**src/rtl/gpio_atomic_pkg.sv**
```systemverilog
package gpio_atomic_pkg;
    localparam int ADDR_W = 4;
    // Register address map
    localparam logic [ADDR_W-1:0] A_DIR  = 4'd0;
    localparam logic [ADDR_W-1:0] A_DATA = 4'd1;
    localparam logic [ADDR_W-1:0] A_SET  = 4'd2;
    localparam logic [ADDR_W-1:0] A_CLR  = 4'd3;
    localparam logic [ADDR_W-1:0] A_TGL  = 4'd4;
    localparam logic [ADDR_W-1:0] A_INEN = 4'd5;
    localparam logic [ADDR_W-1:0] A_MASK = 4'd6;
    localparam logic [ADDR_W-1:0] A_EDGE = 4'd7;
    localparam logic [ADDR_W-1:0] A_BOTH = 4'd8;
    localparam logic [ADDR_W-1:0] A_STAT = 4'd9;
    localparam logic [ADDR_W-1:0] A_PINS = 4'd10;
endpackage

```
**src/rtl/gpio_in_sync.sv**
```systemverilog
module gpio_in_sync #(
    parameter int W      = 16,
    parameter int STAGES = 2
) (
    input  logic         clk,
    input  logic         rst_n,
    input  logic [W-1:0] din,
    output logic [W-1:0] dout
);
    logic [W-1:0] stage_d [STAGES];
    logic [W-1:0] stage_q [STAGES];

    always_comb begin
        stage_d[0] = din;
        for (int k = 1; k < STAGES; k++) begin
            stage_d[k] = stage_q[k-1];
        end
    end

    for (genvar g = 0; g < STAGES; g++) begin : g_stage
        always_ff @(posedge clk or negedge rst_n) begin
            if (!rst_n) stage_q[g] <= '0;
            else        stage_q[g] <= stage_d[g];
        end
    end

    assign dout = stage_q[STAGES-1];
endmodule

```
**src/rtl/gpio_evt.sv**
```systemverilog
module gpio_evt #(
    parameter int W = 16
) (
    input  logic         clk,
    input  logic         rst_n,
    input  logic [W-1:0] rx,
    input  logic [W-1:0] edge_sel,
    input  logic [W-1:0] both_sel,
    input  logic [W-1:0] mask,
    input  logic         clr_en,
    input  logic [W-1:0] clr_bits,
    output logic [W-1:0] status,
    output logic         irq
);
    typedef struct packed {
        logic [W-1:0] prev;
        logic [W-1:0] stat;
    } evt_t;

    evt_t evt_d, evt_q;
    logic [W-1:0] rise, fall, hit, level, clr;

    always_comb begin
        rise       = rx & ~evt_q.prev;
        fall       = ~rx & evt_q.prev;
        hit        = edge_sel & (rise | (both_sel & fall));
        clr        = clr_en ? clr_bits : '0;
        level      = ~edge_sel & rx;
        evt_d.prev = rx;
        // a new edge wins over a clear in the same cycle
        evt_d.stat = (evt_q.stat & ~clr) | hit;
    end

    always_ff @(posedge clk or negedge rst_n) begin
        if (!rst_n) evt_q <= '0;
        else        evt_q <= evt_d;
    end

    assign status = evt_q.stat;
    assign irq    = |(mask & (evt_q.stat | level));

    // level-sensitive pins never gain a status bit
    assert_level_nolatch_R10: assert property (@(posedge clk) disable iff (!rst_n)
        1'b1 |=> ((evt_q.stat & ~$past(evt_q.stat) & ~$past(edge_sel)) == '0));

    // rising-only pins never latch on a falling transition
    assert_rise_only_R11: assert property (@(posedge clk) disable iff (!rst_n)
        1'b1 |=> ((evt_q.stat & ~$past(evt_q.stat) & ~$past(both_sel) & ~$past(rx)) == '0));
endmodule

```
**src/rtl/gpio_atomic_port.sv**
```systemverilog
module gpio_atomic_port
    import gpio_atomic_pkg::*;
#(
    parameter int W = 16
) (
    input  logic              clk,
    input  logic              rst_n,
    input  logic              wr_en,
    input  logic [ADDR_W-1:0] wr_addr,
    input  logic [W-1:0]      wr_data,
    input  logic [ADDR_W-1:0] rd_addr,
    output logic [W-1:0]      rd_data,
    input  logic [W-1:0]      pin_in,
    output logic [W-1:0]      pin_out,
    output logic [W-1:0]      pin_oe,
    output logic              irq
);
    typedef struct packed {
        logic [W-1:0] dir;
        logic [W-1:0] out;
        logic [W-1:0] inen;
        logic [W-1:0] mask;
        logic [W-1:0] edge_sel;
        logic [W-1:0] both;
    } regs_t;

    regs_t regs_d, regs_q;
    logic [W-1:0] pin_sync, rx, status;
    logic         stat_clr;

    gpio_in_sync #(.W(W), .STAGES(2)) u_sync (
        .clk  (clk),
        .rst_n(rst_n),
        .din  (pin_in),
        .dout (pin_sync)
    );

    // loopback: enabled output pins see the pre-pad value
    assign rx = regs_q.inen & ((regs_q.dir & regs_q.out) | (~regs_q.dir & pin_sync));
    assign stat_clr = wr_en && (wr_addr == A_STAT);

    gpio_evt #(.W(W)) u_evt (
        .clk     (clk),
        .rst_n   (rst_n),
        .rx      (rx),
        .edge_sel(regs_q.edge_sel),
        .both_sel(regs_q.both),
        .mask    (regs_q.mask),
        .clr_en  (stat_clr),
        .clr_bits(wr_data),
        .status  (status),
        .irq     (irq)
    );

    always_comb begin
        regs_d = regs_q;
        if (wr_en) begin
            case (wr_addr)
                A_DIR:   regs_d.dir      = wr_data;
                A_DATA:  regs_d.out      = wr_data;
                A_SET:   regs_d.out      = regs_q.out | wr_data;
                A_CLR:   regs_d.out      = regs_q.out & ~wr_data;
                A_TGL:   regs_d.out      = regs_q.out ^ wr_data;
                A_INEN:  regs_d.inen     = wr_data;
                A_MASK:  regs_d.mask     = wr_data;
                A_EDGE:  regs_d.edge_sel = wr_data;
                A_BOTH:  regs_d.both     = wr_data;
                default: ;
            endcase
        end
    end

    always_ff @(posedge clk or negedge rst_n) begin
        if (!rst_n) regs_q <= '0;
        else        regs_q <= regs_d;
    end

    always_comb begin
        case (rd_addr)
            A_DIR:   rd_data = regs_q.dir;
            A_DATA:  rd_data = regs_q.out;
            A_INEN:  rd_data = regs_q.inen;
            A_MASK:  rd_data = regs_q.mask;
            A_EDGE:  rd_data = regs_q.edge_sel;
            A_BOTH:  rd_data = regs_q.both;
            A_STAT:  rd_data = status;
            A_PINS:  rd_data = rx;
            default: rd_data = '0;
        endcase
    end

    assign pin_out = regs_q.out;
    assign pin_oe  = regs_q.dir;

    assert_set_keeps_R4: assert property (@(posedge clk) disable iff (!rst_n)
        (wr_en && wr_addr == A_SET) |=> (pin_out == ($past(pin_out) | $past(wr_data))));
    assert_clr_keeps_R5: assert property (@(posedge clk) disable iff (!rst_n)
        (wr_en && wr_addr == A_CLR) |=> (pin_out == ($past(pin_out) & ~$past(wr_data))));
    assert_tgl_keeps_R6: assert property (@(posedge clk) disable iff (!rst_n)
        (wr_en && wr_addr == A_TGL) |=> (pin_out == ($past(pin_out) ^ $past(wr_data))));
    assert_loopback_R8: assert property (@(posedge clk) disable iff (!rst_n)
        (wr_en && wr_addr == A_SET && (($past(1'b1) == 1'b1))) |=>
        ((rx & regs_q.dir & regs_q.inen & $past(wr_data) & ~$past(wr_en && wr_addr == A_INEN)
          & ~$past(wr_en && wr_addr == A_DIR)) == (regs_q.dir & regs_q.inen & $past(wr_data)
          & ~$past(wr_en && wr_addr == A_INEN) & ~$past(wr_en && wr_addr == A_DIR))));
endmodule

```
**config.mk**
```make
export PLATFORM = sky130hd
export DESIGN_NAME = gpio_atomic_port
export DESIGN_NICKNAME = d
export VERILOG_FILES = /design/src/rtl/gpio_atomic_pkg.sv /design/src/rtl/gpio_in_sync.sv /design/src/rtl/gpio_evt.sv /design/src/rtl/gpio_atomic_port.sv
export SDC_FILE = /design/constraint.sdc
export NUM_CORES = 1
export LEC_CHECK = 0
export BUFFER_PORTS_ARGS = -buffer_cell sky130_fd_sc_hd__clkbuf_2
export CORE_MARGIN = 2
export CORE_UTILIZATION = 33
export DETAILED_ROUTE_END_ITERATION = 6
export SYNTH_ARGS = -nofsm -noshare
export SYNTH_HDL_FRONTEND = slang
export SYNTH_SLANG_ARGS = --single-unit
```
**constraint.sdc**
```tcl
create_clock -name clk -period 1.7 [get_ports clk]
set_input_delay 0.17 -clock clk [delete_from_list [all_inputs] [get_ports clk]]
set_output_delay 0.17 -clock clk [all_outputs]
set_load 0.01 [all_outputs]
```
**After elaboration in Yosys (flattened, before gate mapping)**

Cells that the tools add are included.
W data, S select, Z words.

- Bits in registers: 160
- Bits of input ports: 43
- Output and inout port bits: 49
- Word-level logic and storage cells: 63

- Eq/ne operators: 16
- Muxes and demuxes: 3
- Bitwise operators: 23
- Reduce and logical (&&, ||, !) cells: 11

Operator list:

| operator | number |
|---|---|
| $and A16 B16 Y16 | 11 |
| $pmux W16 S8 | 1 |
| $not A16 Y16 | 6 |
| $or A16 B16 Y16 | 5 |
| $pmux W16 S4 | 1 |
| $eq A4 B3 Y1 const B | 7 |
| $eq A4 B4 Y1 const B | 5 |
| $mux W16 | 1 |
| $reduce_or A16 Y1 | 1 |
| $xor A16 B16 Y16 | 1 |
| $reduce_and A2 Y1 | 6 |
| $eq A4 B1 Y1 const B | 2 |
| $eq A4 B2 Y1 const B | 2 |
| $logic_not A4 Y1 | 2 |
| $reduce_bool A4 Y1 | 1 |
| $logic_and A1 B1 Y1 | 1 |

**Logic depth before layout (Yosys ltp)**

- Depth after elaboration: 10
- Gate-level depth with buffers: 7
- Mapped depth without buffers: 7

**Hierarchy**

A second synthesis with hierarchy kept.

- Cell total of the unflattened synthesis: 807
- Area total of the unflattened synthesis: 8660.8 sq um

By module, submodules not included:

| module | instances | cells each | area an instance (sq um) | seq. area each (sq um) |
|---|---|---|---|---|
| gpio_atomic_port | 1 | 608 | 6273.5 | 2402.3 |
| gpio_evt | 1 | 167 | 1586.5 | 800.8 |
| gpio_in_sync | 1 | 32 | 800.8 | 800.8 |

**Worst setup path after synthesis**

OpenSTA, ideal clock, no wires.

- Path type: register to output
- Start: reg regs_q[44]
- End: out irq
- Data arrival time: 1.763 ns
- Required time: 1.530 ns
- Setup slack: -0.233 ns
- Cell stages (with the launch flop): 6
- Path buffers: 0
- Path through: dfrtp_1 > a22o_1 > a221oi_2 > nand4_1 > or4_1 > or3_1

- Longest elaborated chain between the ends: 2

RTL lines:

| element | RTL line | source |
|---|---|---|
| from (decl) | gpio_atomic_port.sv:27 | `regs_t regs_d, regs_q;` |
| from (signal assigned) | gpio_atomic_port.sv:75 | `else regs_q <= regs_d;` |
| $and A16 B16 Y16 | gpio_evt.sv:40 | `assign irq = \|(mask & (evt_q.stat \| level));` |
| $reduce_or A16 Y1 | gpio_evt.sv:40 |  |
| to (decl) | gpio_atomic_port.sv:16 | `output logic irq` |

Every way passes these cells.

**Final worst setup path**

- Start: reg u_evt.evt_q, in the netlist u_evt.status[8]
- End: out irq

- Longest elaborated chain between the ends: 3

RTL lines:

| element | RTL line | source |
|---|---|---|
| from (decl) | gpio_evt.sv:20 | `evt_t evt_d, evt_q;` |
| from (signal assigned) | gpio_evt.sv:36 | `else evt_q <= evt_d;` |
| $or A16 B16 Y16 | gpio_evt.sv:40 |  |
| $and A16 B16 Y16 | gpio_evt.sv:40 |  |
| $reduce_or A16 Y1 | gpio_evt.sv:40 |  |

Every way passes these cells.

==> flow_metrics.py <==
metrics = {
    "detailed_routing": {
        "first_iter_violations": 443,
        "dr.pass1.iters": 5,
        "routed_wirelength_mm": 25.13,
        "ant_nets": 0,
        "wire_per_inst_um": 18.66,
        "drc_errors": 0,
        "via_per_inst": 5.043,
        "vias": 6793,
    },
    "placement": {
        "routabilityCongestion": 0.8809,
        "dp_slack_ns": -0.3870,
        "dpl.hpwl_mm": 17.79,
        "dpl.cell_count": 1286,
        "place.port_buffers": 91,
        "place_area_um2": 10150,
    },
    "die": {
        "core_um2": 24890,
        "start_util_pct": 33.31,
        "die_x_um": 162.5,
        "ioPinCount": 92,
        "core.rowCount": 58,
        "dieArea_um2": 26410,
        "die_height_um": 162.5,
    },
    "critical_path": {
        "cp_cell_sequence": "a22o_1 > a221oi_2 > nand4_1 > or4_1 > or3_4 > clkbuf_2",
        "slowest_delay_ns": 0.48,
        "cp-startpoint": "u_evt.status[8]$_DFF_PN0_",
        "path_max_fanout": 2,
        "reg2reg_to": "u_evt.status[6]$_DFF_PN0_",
        "rr_startpoint": "pin_oe[6]$_DFFE_PN0P_",
        "start_kind": "flip-flop",
        "cp.arrival_ns": 2.38,
        "reg2reg_slack_ns": 0.14,
        "critical_path_class": "reg -> out",
        "slowest_stage": "or4_1",
        "crit_required_ns": 1.53,
        "rr_worst_depth": 7,
        "endpoint_kind": "output port",
    },
    "yosys": {
        "yosys.area.top_type_share_pct": 48.29,
        "synth_top_family_by_area": "multiplexers",
        "synthArstFlopShare_pct": 100.0,
        "ys_warn_count": 0,
        "synth.area.mux_share_pct": 16.00,
        "ys_ff_latch": 160,
        "synth-edff-count": 0,
        "synth_area_um2": 8292,
        "synth_top_area_cell": "dfrtp_1",
        "syn_inst": 776,
        "synth_flop_cell": "dfrtp_1",
        "ys_seq_area_share_pct": 48.29,
        "synth_compound_area_share_pct": 13.93,
        "synth-simple-area-share_pct": 10.50,
        "synth.distinct_cells": 41,
        "netlist_top_cells_area": "dfrtp_1 (48%), mux2_2 (9.2%), mux2i_1 (6.8%)",
        "synthXorXnorAreaFrac_pct": 0,
        "synth_fp_nets": 851,
        "synth_adder_area_share_pct": 4.829,
        "syn_area_per_cell_um2": 10.69,
    },
    "power_and_ir_drop": {
        "p_int_w": 0.009441,
        "finalPower_w": 0.01352,
        "p_comb_share_pct": 31.9,
        "powerDensity_nw_per_um2": 1202,
        "p_seq_share_pct": 38.2,
        "leakage_nw": 5.308,
        "p_clk_share_pct": 29.9,
        "irDropWorstVdd_v": 0.0005944,
        "swShare_pct": 30.17,
        "switchingPower_w": 0.004078,
    },
    "sta": {
        "fmax_mhz": 392.0,
        "fin_crit_sh_pct": 150.1,
        "report.final.setup_viol": 17,
        "finalHoldViolCount": 0,
        "finalCriticalPeriod_ns": 2.551,
        "slew_violations": 0,
        "layout_setup_ws_ns": -0.8513,
        "rsz0062_at_grt": "true",
        "maxSlewHeadroom_pct": 68.55,
        "worstMarginPinSlew_ns": 0.4717,
        "fin_worst_skew_ns": 0.01029,
    },
    "cells_and_area": {
        "final_area_um2": 11250,
        "drive_gt1_share_pct": 40.22,
        "final_util_pct": 45.19,
        "fin_cells": 1347,
        "area_growth_pct": 35.67,
        "antennaDiodeCount": 0,
        "fin_nets": 1080,
    },
    "min_path": {
        "whs_endpoint": "regs_q[43]$_DFFE_PN0P_",
        "hold_class": "in -> reg",
        "min_from": "wr_data[11]",
        "hold_path_depth": 2,
    },
    "clock_network": {
        "cts_buffer_depth": 2,
        "cts_tree": "built",
        "cts_root_buf": "clkbuf_16",
        "clk_latency_ns": 0.43,
        "path_clk_slew_ns": 0.06,
        "cts_buffers": 17,
        "htree_levels": 4,
        "clock-sinks": 160,
    },
    "global_routing": {
        "grt-ovfl-total": 0,
        "grt_usage_pct": 19.79,
        "antenna_found_initial": 0,
        "grt_pass1_wl_mm": 39.47,
        "grt_pass1_vias": 6849,
        "grt_start_max_net_pins": 46,
    },
    "flow_run": {
        "cap_violations": 0,
    },
    "outcome": {
        "violations": "negative setup slack",
        "status": "finished, violations left",
    },
}
-- synth_stat cells, types with 3 or more instances --
cell type	count
nand2_1	72
mux2i_1	56
mux2_2	68
nor2_1	42
a221oi_2	4
inv_1	38
a21oi_1	55
a22o_1	21
nor3b_1	3
a221oi_1	6
clkbuf_1	20
buf_4	33
nand4_1	4
or3_1	3
a22oi_1	6
a221o_1	9
buf_1	4
dfrtp_1	160
ha_1	32
nand3b_1	5
a32oi_1	4
nor2b_1	26
nand3_1	5
a211oi_1	16
buf_2	11
nor3_1	5
o21ai_0	51
-- power groups by stage --
stage / clock network (W) / registers, W / logic (W)
2_1_floorplan: 0 / 0.00523 / 0.00200
3_3_place_gp: 0 / 0.00518 / 0.00390
3_5_place_dp: 0 / 0.00521 / 0.00395
4_1_cts: 0.00412 / 0.00515 / 0.00422
5_1_grt: 0.00427 / 0.00526 / 0.00470
6_report: 0.00404 / 0.00516 / 0.00431
-- cells by family (layout without fill, tap and decap cells) --
logic type	count (synthesis)	in the layout
DFF	160	160
muxes	124	124
AOI/OAI and AO/OA	177	177
buffers and inverters	106	347
adders and majority gates	32	32
and+or+nand+nor	177	177
-- metal layers --
metal	vias up	track usage, %	wire (µm)
met3	46	3.361	870
met5	-	0	0
met2	163	33.54	12380
met4	0	7.482	571
met1	3390	25.39	11310
li1	3194	-	-
-- worst max-delay path: cells and delay by family (launching register included) --
kind            cells  cell delay, ns
compound gates      2            0.48
buf+inv             1            0.14
flops               1            0.38
simple gates        3            0.95
-- final cells by class --
class                   count  area (µm²)
inverters                  38       142.6
fillers                  2338       13640
clock buffers              21       450.4
clock inverters            10       161.4
well taps                 330       412.9
multi-input cells         510        3965
repair buffers            278        2113
flip-flops and latches    160        4004
-- worst max-delay path by stage --
stage / to / slack, ns / depth (start not counted)
5_1_grt: irq / -0.93 / 6
4_1_cts: irq / -0.84 / 6
2_1_floorplan: irq / -0.16 / 5
3_5_place_dp: irq / -0.39 / 6
3_3_place_gp: irq / -0.41 / 6
6_report: irq / -0.85 / 6
-- flip-flops by register name, summed over array words and instances (netlist names) --
register        cells
u_sync.dout        16
pin_oe             16
pin_out            16
u_sync.stage_d     16
u_evt.status       16
u_evt.evt_q        16
regs_q             64
-- placed cells by master (no fill, tap or decap), drive strengths merged, types with 5 or more instances in the layout --
cell,count
dfrtp,160
nor3,6
mux2,68
a211oi,16
ha,32
o21ai,51
a221oi,10
nand2,72
a22o,21
clkbuf,104
nand3b,5
a221o,9
nor2,42
nor2b,26
mux2i,56
a21oi,55
buf,178
a22oi,6
inv,38
nand3,5
dlygate4sd3,17
-- stage by stage --
| stage | hold slack [ns] | TNS, ns |
|---|---|---|
| finish | 0.09352 | -5.561 |
| global route | 0.09644 | -7.086 |
| CTS | 0.07792 | -6.072 |
| detailed placement | 0.1385 | -1.818 |
| global placement | 0.1350 | -1.855 |
| floorplan | -0.1256 | -0.1615 |
-- timing repair --
action | 4_1_cts | 5_1_grt
hold buffers | 17 | 0
pin swaps | 15 | 6
setup endpoints to repair | 17 | 18
buffers inserted | 22 | 9
gates resized for setup | 46 | 32
hold endpoints to repair | 55 | 0
(Power assumes the default switching activity.)
